==> src/rtl/cfg_pace_pkg.sv <==
package cfg_pace_pkg;

  // Clock cycles each configuration word occupies on the output.
  function automatic int unsigned pace_ratio(input bit compressed, input bit encrypted);
    if (compressed)      return 4;
    else if (encrypted)  return 2;
    else                 return 1;
  endfunction

  // Width of a counter that runs 0 .. ratio-1 (at least one bit).
  function automatic int unsigned pace_cnt_width(input int unsigned ratio);
    return (ratio > 1) ? $clog2(ratio) : 1;
  endfunction

endpackage

==> src/rtl/cfg_pace_cnt.sv <==
module cfg_pace_cnt #(
  parameter int unsigned RATIO = 1,
  parameter int unsigned CNT_W = 1
) (
  input  logic             clk,
  input  logic             rst,
  input  logic             take,
  output logic             busy,
  output logic             hold_last,
  output logic             slot_open,
  output logic [CNT_W-1:0] hold_cnt
);
  localparam logic [CNT_W-1:0] LAST_IDX = CNT_W'(RATIO - 1);

  assign hold_last = busy && (hold_cnt == LAST_IDX);
  assign slot_open = !busy || hold_last;

  always_ff @(posedge clk) begin
    if (rst) begin
      busy     <= 1'b0;
      hold_cnt <= '0;
    end else if (slot_open) begin
      busy     <= take;
      hold_cnt <= '0;
    end else begin
      hold_cnt <= hold_cnt + CNT_W'(1);
    end
  end
endmodule

==> src/rtl/cfg_src_sel.sv <==
module cfg_src_sel #(
  parameter int unsigned DATA_W = 32
) (
  input  logic              dbg_engaged,
  input  logic              dbg_valid,
  input  logic [DATA_W-1:0] dbg_data,
  input  logic              s_valid,
  input  logic [DATA_W-1:0] s_data,
  input  logic              slot_open,
  output logic              dbg_ready,
  output logic              s_ready,
  output logic              take,
  output logic              take_dbg,
  output logic [DATA_W-1:0] sel_data
);
  logic sel_valid;

  assign sel_valid = dbg_engaged ? dbg_valid : s_valid;
  assign sel_data  = dbg_engaged ? dbg_data  : s_data;
  assign dbg_ready = slot_open &&  dbg_engaged;
  assign s_ready   = slot_open && !dbg_engaged;
  assign take      = slot_open && sel_valid;
  assign take_dbg  = take && dbg_engaged;
endmodule

==> src/rtl/cfg_word_hold.sv <==
module cfg_word_hold #(
  parameter int unsigned DATA_W = 32
) (
  input  logic              clk,
  input  logic              rst,
  input  logic              take,
  input  logic              take_dbg,
  input  logic [DATA_W-1:0] sel_data,
  output logic [DATA_W-1:0] word_q,
  output logic              src_dbg_q
);
  always_ff @(posedge clk) begin
    if (rst) begin
      word_q    <= '0;
      src_dbg_q <= 1'b0;
    end else if (take) begin
      word_q    <= sel_data;
      src_dbg_q <= take_dbg;
    end
  end
endmodule

==> src/rtl/cfg_word_pacer.sv <==
module cfg_word_pacer
  import cfg_pace_pkg::*;
#(
  parameter int unsigned DATA_W     = 32,
  parameter bit          COMPRESSED = 1'b0,
  parameter bit          ENCRYPTED  = 1'b0
) (
  input  logic              clk,
  input  logic              rst,
  input  logic              dbg_engaged,
  input  logic              dbg_valid,
  input  logic [DATA_W-1:0] dbg_data,
  output logic              dbg_ready,
  input  logic              s_valid,
  input  logic [DATA_W-1:0] s_data,
  output logic              s_ready,
  output logic [DATA_W-1:0] cfg_data,
  output logic              cfg_valid
);
  localparam int unsigned RATIO = pace_ratio(COMPRESSED, ENCRYPTED);
  localparam int unsigned CNT_W = pace_cnt_width(RATIO);

  // Internal events, named for the checker.
  logic              busy;
  logic              hold_last;
  logic              slot_open;
  logic [CNT_W-1:0]  hold_cnt;
  logic              take;
  logic              take_dbg;
  logic [DATA_W-1:0] sel_data;
  logic              src_dbg_q;

  cfg_pace_cnt #(.RATIO(RATIO), .CNT_W(CNT_W)) u_cnt (
    .clk       (clk),
    .rst       (rst),
    .take      (take),
    .busy      (busy),
    .hold_last (hold_last),
    .slot_open (slot_open),
    .hold_cnt  (hold_cnt)
  );

  cfg_src_sel #(.DATA_W(DATA_W)) u_sel (
    .dbg_engaged (dbg_engaged),
    .dbg_valid   (dbg_valid),
    .dbg_data    (dbg_data),
    .s_valid     (s_valid),
    .s_data      (s_data),
    .slot_open   (slot_open),
    .dbg_ready   (dbg_ready),
    .s_ready     (s_ready),
    .take        (take),
    .take_dbg    (take_dbg),
    .sel_data    (sel_data)
  );

  cfg_word_hold #(.DATA_W(DATA_W)) u_hold (
    .clk       (clk),
    .rst       (rst),
    .take      (take),
    .take_dbg  (take_dbg),
    .sel_data  (sel_data),
    .word_q    (cfg_data),
    .src_dbg_q (src_dbg_q)
  );

  assign cfg_valid = busy;
endmodule

==> config.mk <==
export PLATFORM = sky130hd
export DESIGN_NAME = cfg_word_pacer
export DESIGN_NICKNAME = d
export VERILOG_FILES = /design/src/rtl/cfg_pace_pkg.sv /design/src/rtl/cfg_pace_cnt.sv /design/src/rtl/cfg_src_sel.sv /design/src/rtl/cfg_word_hold.sv /design/src/rtl/cfg_word_pacer.sv
export SDC_FILE = /design/constraint.sdc
export NUM_CORES = 1
export LEC_CHECK = 0
export ABC_AREA = 1
export BUFFER_PORTS_ARGS = -buffer_cell sky130_fd_sc_hd__buf_2
export CORE_ASPECT_RATIO = 1.25
export CORE_MARGIN = 2
export CORE_UTILIZATION = 30
export CTS_CLUSTER_SIZE = 8
export DETAILED_ROUTE_END_ITERATION = 6
export PLACE_DENSITY = 0.6
export RECOVER_POWER = 25
export REMOVE_ABC_BUFFERS = 1
export SYNTH_ARGS = -nofsm -noshare
export SYNTH_HDL_FRONTEND = slang
export SYNTH_SLANG_ARGS = --single-unit
==> constraint.sdc <==
create_clock -name clk -period 1.42 [get_ports clk]
set_clock_uncertainty 0.1 [all_clocks]
set_input_delay 0.071 -clock clk [delete_from_list [all_inputs] [get_ports clk]]
set_output_delay 0.071 -clock clk [all_outputs]
set_load 0.005 [all_outputs]
==> results of run 1 <==
[worst max-delay path: cells and delay by family (launching register included)]
family | cells | cell delay, ns
AND/OR/NAND/NOR | 5 | 0.46
flip-flops | 1 | 0.33
buffers and inverters | 1 | 0.19
[kinds of logic after synthesis]
family,after synthesis,share of synthesized area (%)
buf+inv,55,13.8
flops,34,37.6
other cells,1,0.207
simple gates,232,48.4
[cell usage after synthesis]
cell	number	area (um^2)
nand3_2	1	10.0
nor2_1	66	248
nand2_1	165	619
buf_6	3	33.8
buf_2	5	25.0
dfxtp_1	34	681
buf_4	4	30.0
inv_2	1	3.75
clkbuf_1	5	18.8
conb_1	1	3.75
inv_1	37	139
[registers in the layout (all words and copies together) (netlist names)]
signal / count
u_cnt.busy: 1
u_hold.word_q: 32
u_cnt.hold_cnt: 1
[final timing paths]
check / startpoint / to / slack (ns)
worst min-delay path: s_data[12] / u_hold.word_q[12] / 0.003
worst max-delay path: u_cnt.busy / u_hold.word_q[12] / 0.23
worst max register to register: u_cnt.busy / u_hold.word_q[12] / 0.23
worst min register to register: u_hold.word_q[20] / u_hold.word_q[20] / 0.41
[metrics by stage]
step	total power, mW	area (um^2)
floorplan	1.42	1700
global placement	1.70	2380
detailed placement	1.71	2380
CTS	2.39	2490
global route	2.52	2480
finish	2.34	2480
[final cells by class]
cell class	instances	area, um^2
fillers	661	3340
clock buffers	7	76.3
well taps	66	82.6
multi-input cells	233	881
repair buffers	113	616
inverters	38	143
flip-flops and latches	34	681
[layout by cell type (no fill, tap or decap), types with 2 or more instances in the layout]
cell	n
nand2_1	165
buf_2	97
dfxtp_1	34
dlygate4sd3_1	3
buf_12	2
clkbuf_1	8
inv_1	37
buf_4	5
clkbuf_8	5
nor2_1	66
[power by group through the flow]
stage | Clock [mW] | Sequential [mW] | Combinational [mW]
5_1_grt | 0.729 | 1.10 | 0.687
3_5_place_dp | 0 | 1.11 | 0.597
6_report | 0.655 | 1.09 | 0.588
3_3_place_gp | 0 | 1.11 | 0.585
2_1_floorplan | 0 | 1.12 | 0.299
4_1_cts | 0.692 | 1.09 | 0.606
[per-layer routing]
layer / track usage, % / wire, um / up-vias / share of wire (%)
met5: 0 / 0 / - / 0
met4: 4.09 / 57 / 0 / 1.3
met3: 4.35 / 328 / 5 / 7.3
met2: 24.9 / 2090 / 66 / 47
met1: 14.9 / 2000 / 820 / 45
li1: - / - / 1118 / -
==> results.toml, run 1 <==
[run_status]
outcome = "complete, no violations"

[finish]
final_core_util_pct = 42.6
fin_cells = 491
drive_gt1_share_pct = 26.1
areaGrowthSynthToFinish_pct = 36.8
fin_nets = 494
num_antenna_cells = 0

[sta]
hold_viol = 0
hold_ws_ns = 0.00330
fin_crit_ns = 1.19
clock.fmax_mhz = 843
finalSetupTns_ns = 0
report.final.slew_viol_count = 0
grt_setup_unrepaired = "no"
period_share_pct = 83.6
setup_viol = 0
finalWorstSetupSlack_ns = 0.233

[power]
leakage_nw = 1.55
swShare_pct = 28.9
vdd_drop_max_v = 0.000403
power_frac_comb_pct = 25.2
seqPwrFrac_pct = 46.8
p_int_mw = 1.66
p_per_area_nw_per_um2 = 943
clkPwrFrac_pct = 28.0
net-switching-power_mw = 0.676

[floorplan]
io_pins = 104
rows = 31
initial_core_util_pct = 31.1
core_um2 = 5820
fp.dieArea_um2 = 6680
die_w_um = 73.5
die_y_um = 90.9

[clocking]
cts.sinks = 34
htree_levels = 2
clockRootBuffer = "clkbuf_8"
clockBufferDepth = 2
clk_pin_slew_worst_paths_ns = 0.06
cts_setup_buffers = 0
cts_resized = 0
clkLatencyLatePin_ns = 0.28
cts_buffers = 5
cts_tree = "yes"
cts_hold_buffers = 3

[global_route]
grt-ovfl-total = 0
antenna_found_initial = 0
track_usage_pct = 13.8
grt_pass1_vias = 1809
grt_max_degree = 35
grt_pass1_wl_um = 7380

[critical_path]
critPathKind = "flip-flop to flip-flop"
slowest_stage = "dfxtp_1"
timing.critical_path.mode_cell = "nand2_1"
reg2reg_depth = 6
critical_path.max_fanout = 34
critPathArrivalTime_ns = 1.27
crit_path_start_kind = "flip-flop"
crit_chain = "nand2_1 > nand3_2 > buf_12 > nand2_1 > nand2_1 > nor2_1"
required_ns = 1.50
critical-path-max-stage-delay_ns = 0.33
end_kind = "flip-flop"

[routing]
wl_per_cell_um = 9.11
wl_um = 4470
vias = 2009
vias_per_cell = 4.09
dr.pass1.iters = 3
drt_iter0_drc = 62
ant_nets = 0
drc = 0

[placement]
dp_worst_setup_slack_ns = 0.216
place_congestion = 0.710
dp.final_hpwl_um = 3350
port_buffers = 103
place_inst = 481

[worst_hold_path]
hold_depth = 5
hold_path.class = "primary input to flip-flop"

[synth]
yosysSeqAreaShare_pct = 37.6
synth_seq_cells = 34
synth.distinct_cells = 11
syn_avg_cell_area_um2 = 5.63
syn_inst = 322
syn_area_um2 = 1810
yosys_warnings = 0

[flow_run]
cap_violations = 0
Power figures use the tool's default switching activity.
==> run 2, diff against run 1 <==
- PLACE_DENSITY: 0.6 -> 0.63
- clock period: 1.42 -> 1 ns (I/O delays scaled with it)
==> run 2 against run 1 <==
Net effect:
- the run now ends with negative setup slack left
- final cell count increased by 11%
- global-route usage increased by 3.9 points
- core utilization increased by 9.7 points
- critical path depth decreased by 1
- total power increased by 52%
==> results.toml, run 2 (synthesis gave the netlist of run 1 again) <==
[run_status]
outcome = "finished, violations left"
failed_checks = "negative setup slack"

[finish]
fin_cells = 544
multiInputGateArea_um2 = 888
fin_nets = 547
areaGrowthSynthToFinish_pct = 67.8
top_regs = "u_hold.word_q: 32 flops, u_cnt.busy: 1 flops, u_cnt.hold_cnt: 1 flops"
regMostFlops = "u_hold.word_q"
num_antenna_cells = 0
regArea_um2 = 683
n_fill_cell = 569
layout_common_cells = "nand2_1, buf_2, nor2_1"
largest_reg_flops = 32
layout_commonest_cell = "nand2_1"
drive_gt1_share_pct = 25.7

[critical_path]
crit_family = "flip-flops"
critPathKind = "flip-flop to output port"
end_kind = "output port"
critPathBufInv = 3
required_ns = 0.85
critPathArrivalTime_ns = 0.99
crit_chain = "nand2_2 > buf_6 > inv_4 > nor2_2 > buf_2"
critical-path-max-stage-delay_ns = 0.33
critical_path.max_fanout = 2
slowest_stage = "dfxtp_2"
crit_path_start_kind = "flip-flop"

[placement]
dp_worst_setup_slack_ns = -0.121
dp.final_hpwl_um = 3430
port_buffers = 103
place_congestion = 0.708
place_inst = 485

[routing]
wl_um = 5770
drt_iter0_drc = 71
dr.pass1.iters = 4
drc = 0
wl_per_cell_um = 10.6
vias_per_cell = 4.17
ant_nets = 0
vias = 2270

[sta]
clock.fmax_mhz = 875
grt_setup_unrepaired = "yes"
hold_viol = 0
report.final.slew_viol_count = 0
period_share_pct = 114
finalWorstSetupSlack_ns = -0.143
fin_crit_ns = 1.14
hold_ws_ns = 0.00340
setup_viol = 35

[clocking]
htree_levels = 2
clk_pin_slew_worst_paths_ns = 0.06
cts_buffers = 5
clockRootBuffer = "clkbuf_8"
cts.sinks = 34
clkLatencyLatePin_ns = 0.27
cts_setup_buffers = 0
cts_tree = "yes"
clockBufferDepth = 2

[worst_hold_path]
hold_path.class = "primary input to flip-flop"

[global_route]
grt_pass1_wl_um = 9350
grt_max_degree = 34
track_usage_pct = 17.7
antenna_found_initial = 0
grt_pass1_vias = 2280
grt-ovfl-total = 0

[power]
vdd_drop_max_v = 0.000602
power.total_mw = 3.54
p_per_area_nw_per_um2 = 1160
leakage_nw = 1.79

[floorplan]
initial_core_util_pct = 31.1
io_pins = 104
core_um2 = 5820
rows = 31
die_y_um = 90.9
fp.dieArea_um2 = 6680
die_w_um = 73.5

[flow_run]
cap_violations = 0
## run 2: changes by cell type in the layout (fill, tap and decap cells not counted), moves of 2 or more
cell           delta
nor2_2            +2
dfxtp_1           -2
clkbuf_1          -2
nor2_1            -2
dfxtp_2           +2
buf_6             +3
dlygate4sd3_1    +49
## run 2: power by group
part           leakage, nW  internal, mW  switching (mW)  total [mW]
logic                 1.46         0.548           0.503        1.05
registers            0.283          1.49          0.0664        1.56
clock network       0.0383         0.479           0.454       0.933
total                 1.79          2.52            1.02        3.54
## run 2: cell type report
cell class | count | share of cell area (%)
Clock buffer | 7 | 2.51
Inverter | 38 | 4.77
Multi-Input combinational cell | 233 | 29.2
Sequential cell | 34 | 22.5
Tap cell | 66 | 2.72
Timing Repair Buffer | 166 | 38.3
## run 2: path summary, 6_finish.rpt
path                                   startpoint                 to  slack [ns]  cells after the start
worst max-delay path                   u_cnt.busy            s_ready       -0.14                      5
worst min register to register  u_hold.word_q[21]  u_hold.word_q[21]        0.41                      4
worst max register to register         u_cnt.busy  u_hold.word_q[14]       -0.12                      5
worst min-delay path                 dbg_data[20]  u_hold.word_q[20]       0.003                      5
## run 2: metrics by stage
step                TNS (ns)  utilization (%)  area (um^2)
CTS                    -3.60             52.3         3040
detailed placement     -3.07             41.6         2420
floorplan             -19.43                -         1700
global route           -5.98             52.3         3040
global placement       -2.04             41.6         2420
finish                 -3.20             52.3         3040
## run 2: tightest hold or removal path: stages
cell and delay (ns):
buf_2 0.07, nand2_1 0.04, nand2_1 0.05, nor2_1 0.04, nor2_1 0.09
## run 2: metal layers
layer / part of all wire [%] / global-route usage [%] / up-vias / wire length [um]
met3: 5.1 / 4.35 / 10 / 292
met4: 1.4 / 5.30 / 0 / 83
li1: - / - / 1227 / -
met5: 0 / 0 / - / 0
met2: 52 / 33.3 / 67 / 3010
met1: 41 / 18.6 / 966 / 2380
## run 2: repair_timing
action                                  4_1_cts  5_1_grt
endpoints found under the hold margin        28        0
gates resized for setup                       8        2
hold buffers                                 52        0
endpoints found under the setup margin       36       36
==> run 3, diff against run 2 <==
- CORE_ASPECT_RATIO: 1.25 -> unset
==> run 3 against run 2 <==
Net effect:
- the flow still finishes with violations (negative setup slack)
- register-to-register slack about the same
- maximum frequency is 1.3% lower
- clock-buffer cell count increased by 1
- sequential share of layout area shrank 1.0 points
- final cell count rose by 2.0%
- sequential cell count unchanged
- global-route usage decreased by 1.8 points
- critical path depth did not move
- worst setup slack worse by 0.015 ns
- largest power group unchanged
==> results.toml, run 3 (synthesis gave the netlist of run 1 again) <==
[run_status]
outcome = "finished, violations left"
failed_checks = "negative setup slack"

[clocking]
htree_levels = 2
cts_setup_buffers = 0
clkLatencyLatePin_ns = 0.28
clk_pin_slew_worst_paths_ns = 0.07
clockRootBuffer = "clkbuf_8"
cts.sinks = 34
cts_tree = "yes"
cts_buffers = 5
clockBufferDepth = 2

[critical_path]
slowest_stage = "dfxtp_2"
critPathKind = "flip-flop to output port"
critPathArrivalTime_ns = 1.01
end_kind = "output port"
critical_path.max_fanout = 2
startpoint = "u_cnt.busy"
crit_end = "dbg_ready"
rrSetupSlack_ns = -0.13
critical-path-max-stage-delay_ns = 0.35
worstReg2RegEnd = "u_hold.word_q[28]"
regToRegStartpoint = "u_cnt.busy"
required_ns = 0.85
crit_chain = "nand2_4 > buf_6 > inv_2 > nor2_1 > buf_2"
crit_path_start_kind = "flip-flop"
reg2reg_depth = 5

[finish]
areaGrowthSynthToFinish_pct = 76.0
layout_commonest_cell = "nand2_1"
drive_gt1_share_pct = 30.0
num_antenna_cells = 0
regMostFlops = "u_hold.word_q"
top_regs = "u_hold.word_q: 32 flops, u_cnt.busy: 1 flops, u_cnt.hold_cnt: 1 flops"
fin_nets = 548
largest_reg_flops = 32
final_core_util_pct = 54.2
design_area_um2 = 3190
n_fill_cell = 608
layout_common_cells = "nand2_1, buf_2, nor2_1"

[floorplan]
die_y_um = 81.7
rows = 28
fp.dieArea_um2 = 6680
io_pins = 104
initial_core_util_pct = 30.8
die_w_um = 81.7
core_um2 = 5890

[routing]
dr.pass1.iters = 4
vias = 2300
vias_per_cell = 4.14
ant_nets = 0
drc = 0
drt_iter0_drc = 57
wl_per_cell_um = 10.6
wl_um = 5880

[sta]
fin_crit_ns = 1.16
grt_setup_unrepaired = "yes"
setup_viol = 35
hold_viol = 0
report.final.slew_viol_count = 0
finalWorstSetupSlack_ns = -0.158
clock.fmax_mhz = 864
finalSetupTns_ns = -3.79
period_share_pct = 116

[placement]
dp_worst_setup_slack_ns = -0.118
placed_area_um2 = 2420
place_congestion = 0.669
dp.final_hpwl_um = 3440
port_buffers = 103

[worst_hold_path]
hold_path.class = "primary input to flip-flop"

[global_route]
antenna_found_initial = 0
grt-ovfl-total = 0
grt_pass1_wl_um = 8260
track_usage_pct = 15.9
grt_pass1_vias = 2032
grt_max_degree = 50

[power]
leakage_nw = 1.83
vdd_drop_max_v = 0.000706
p_per_area_nw_per_um2 = 1220

[flow_run]
cap_violations = 0
run 3: cell count changes in the layout (fill, tap and decap cells not counted), moves of 2 or more:
cell / before / now
nand2_1: 164 / 151
nand2_2: 1 / 13
nor2_1: 64 / 59
nor2_2: 2 / 7
clkbuf_8: 5 / 8
buf_4: 6 / 4
clkbuf_16: 0 / 2
run 3: power breakdown:
part	internal [mW]	total, mW	switching, mW
Combinational	0.594	1.15	0.552
Clock	0.695	1.18	0.481
Sequential	1.49	1.56	0.0671
Total	2.78	3.88	1.10
run 3: final cells by class:
class                   instances  area [um^2]  share of cell area [%]
repair buffers                167         1210                    38.0
multi-input cells             233          946                    29.7
flip-flops and latches         34          683                    21.4
inverters                      38          143                    4.47
clock buffers                   8          110                    3.45
well taps                      75         93.8                    2.94
run 3: stage by stage:
stage,std cells,power [mW],hold WS (ns)
3_5_place_dp,492,2.44,0.272
2_1_floorplan,305,2.02,0.0311
6_report,555,3.88,0.00555
3_3_place_gp,492,2.42,0.262
5_1_grt,555,4.17,0.0211
4_1_cts,552,3.81,0.000779
run 3: worst max-delay path: cells and delay by family (launching register included):
family	cells	cell delay, ns
buffers and inverters	3	0.28
flip-flops	1	0.35
AND/OR/NAND/NOR	2	0.09
run 3: worst min-delay path by stage:
stage / cells after the start / startpoint / endpoint
2_1_floorplan: 1 / dbg_engaged / s_ready
6_report: 5 / s_data[4] / u_hold.word_q[4]
3_5_place_dp: 5 / s_data[22] / u_hold.word_q[22]
5_1_grt: 5 / s_data[4] / u_hold.word_q[4]
3_3_place_gp: 5 / s_data[10] / u_hold.word_q[10]
4_1_cts: 5 / dbg_data[14] / u_hold.word_q[14]
run 3: timing repair:
item                                    4_1_cts  5_1_grt
hold buffers                                 52        0
endpoints found under the setup margin       35       35
cloned                                        0        3
pin swaps                                     1        1
gates resized for setup                       6       24
hold endpoints to repair                     28        0
run 3: routing by layer:
metal  wire, um  vias up  global-route usage [%]
met2       2960       68                    30.9
met4         29        0                    3.50
met5          0        -                       0
met1       2580      999                    17.1
li1           -     1229                       -
met3        313        4                    4.18
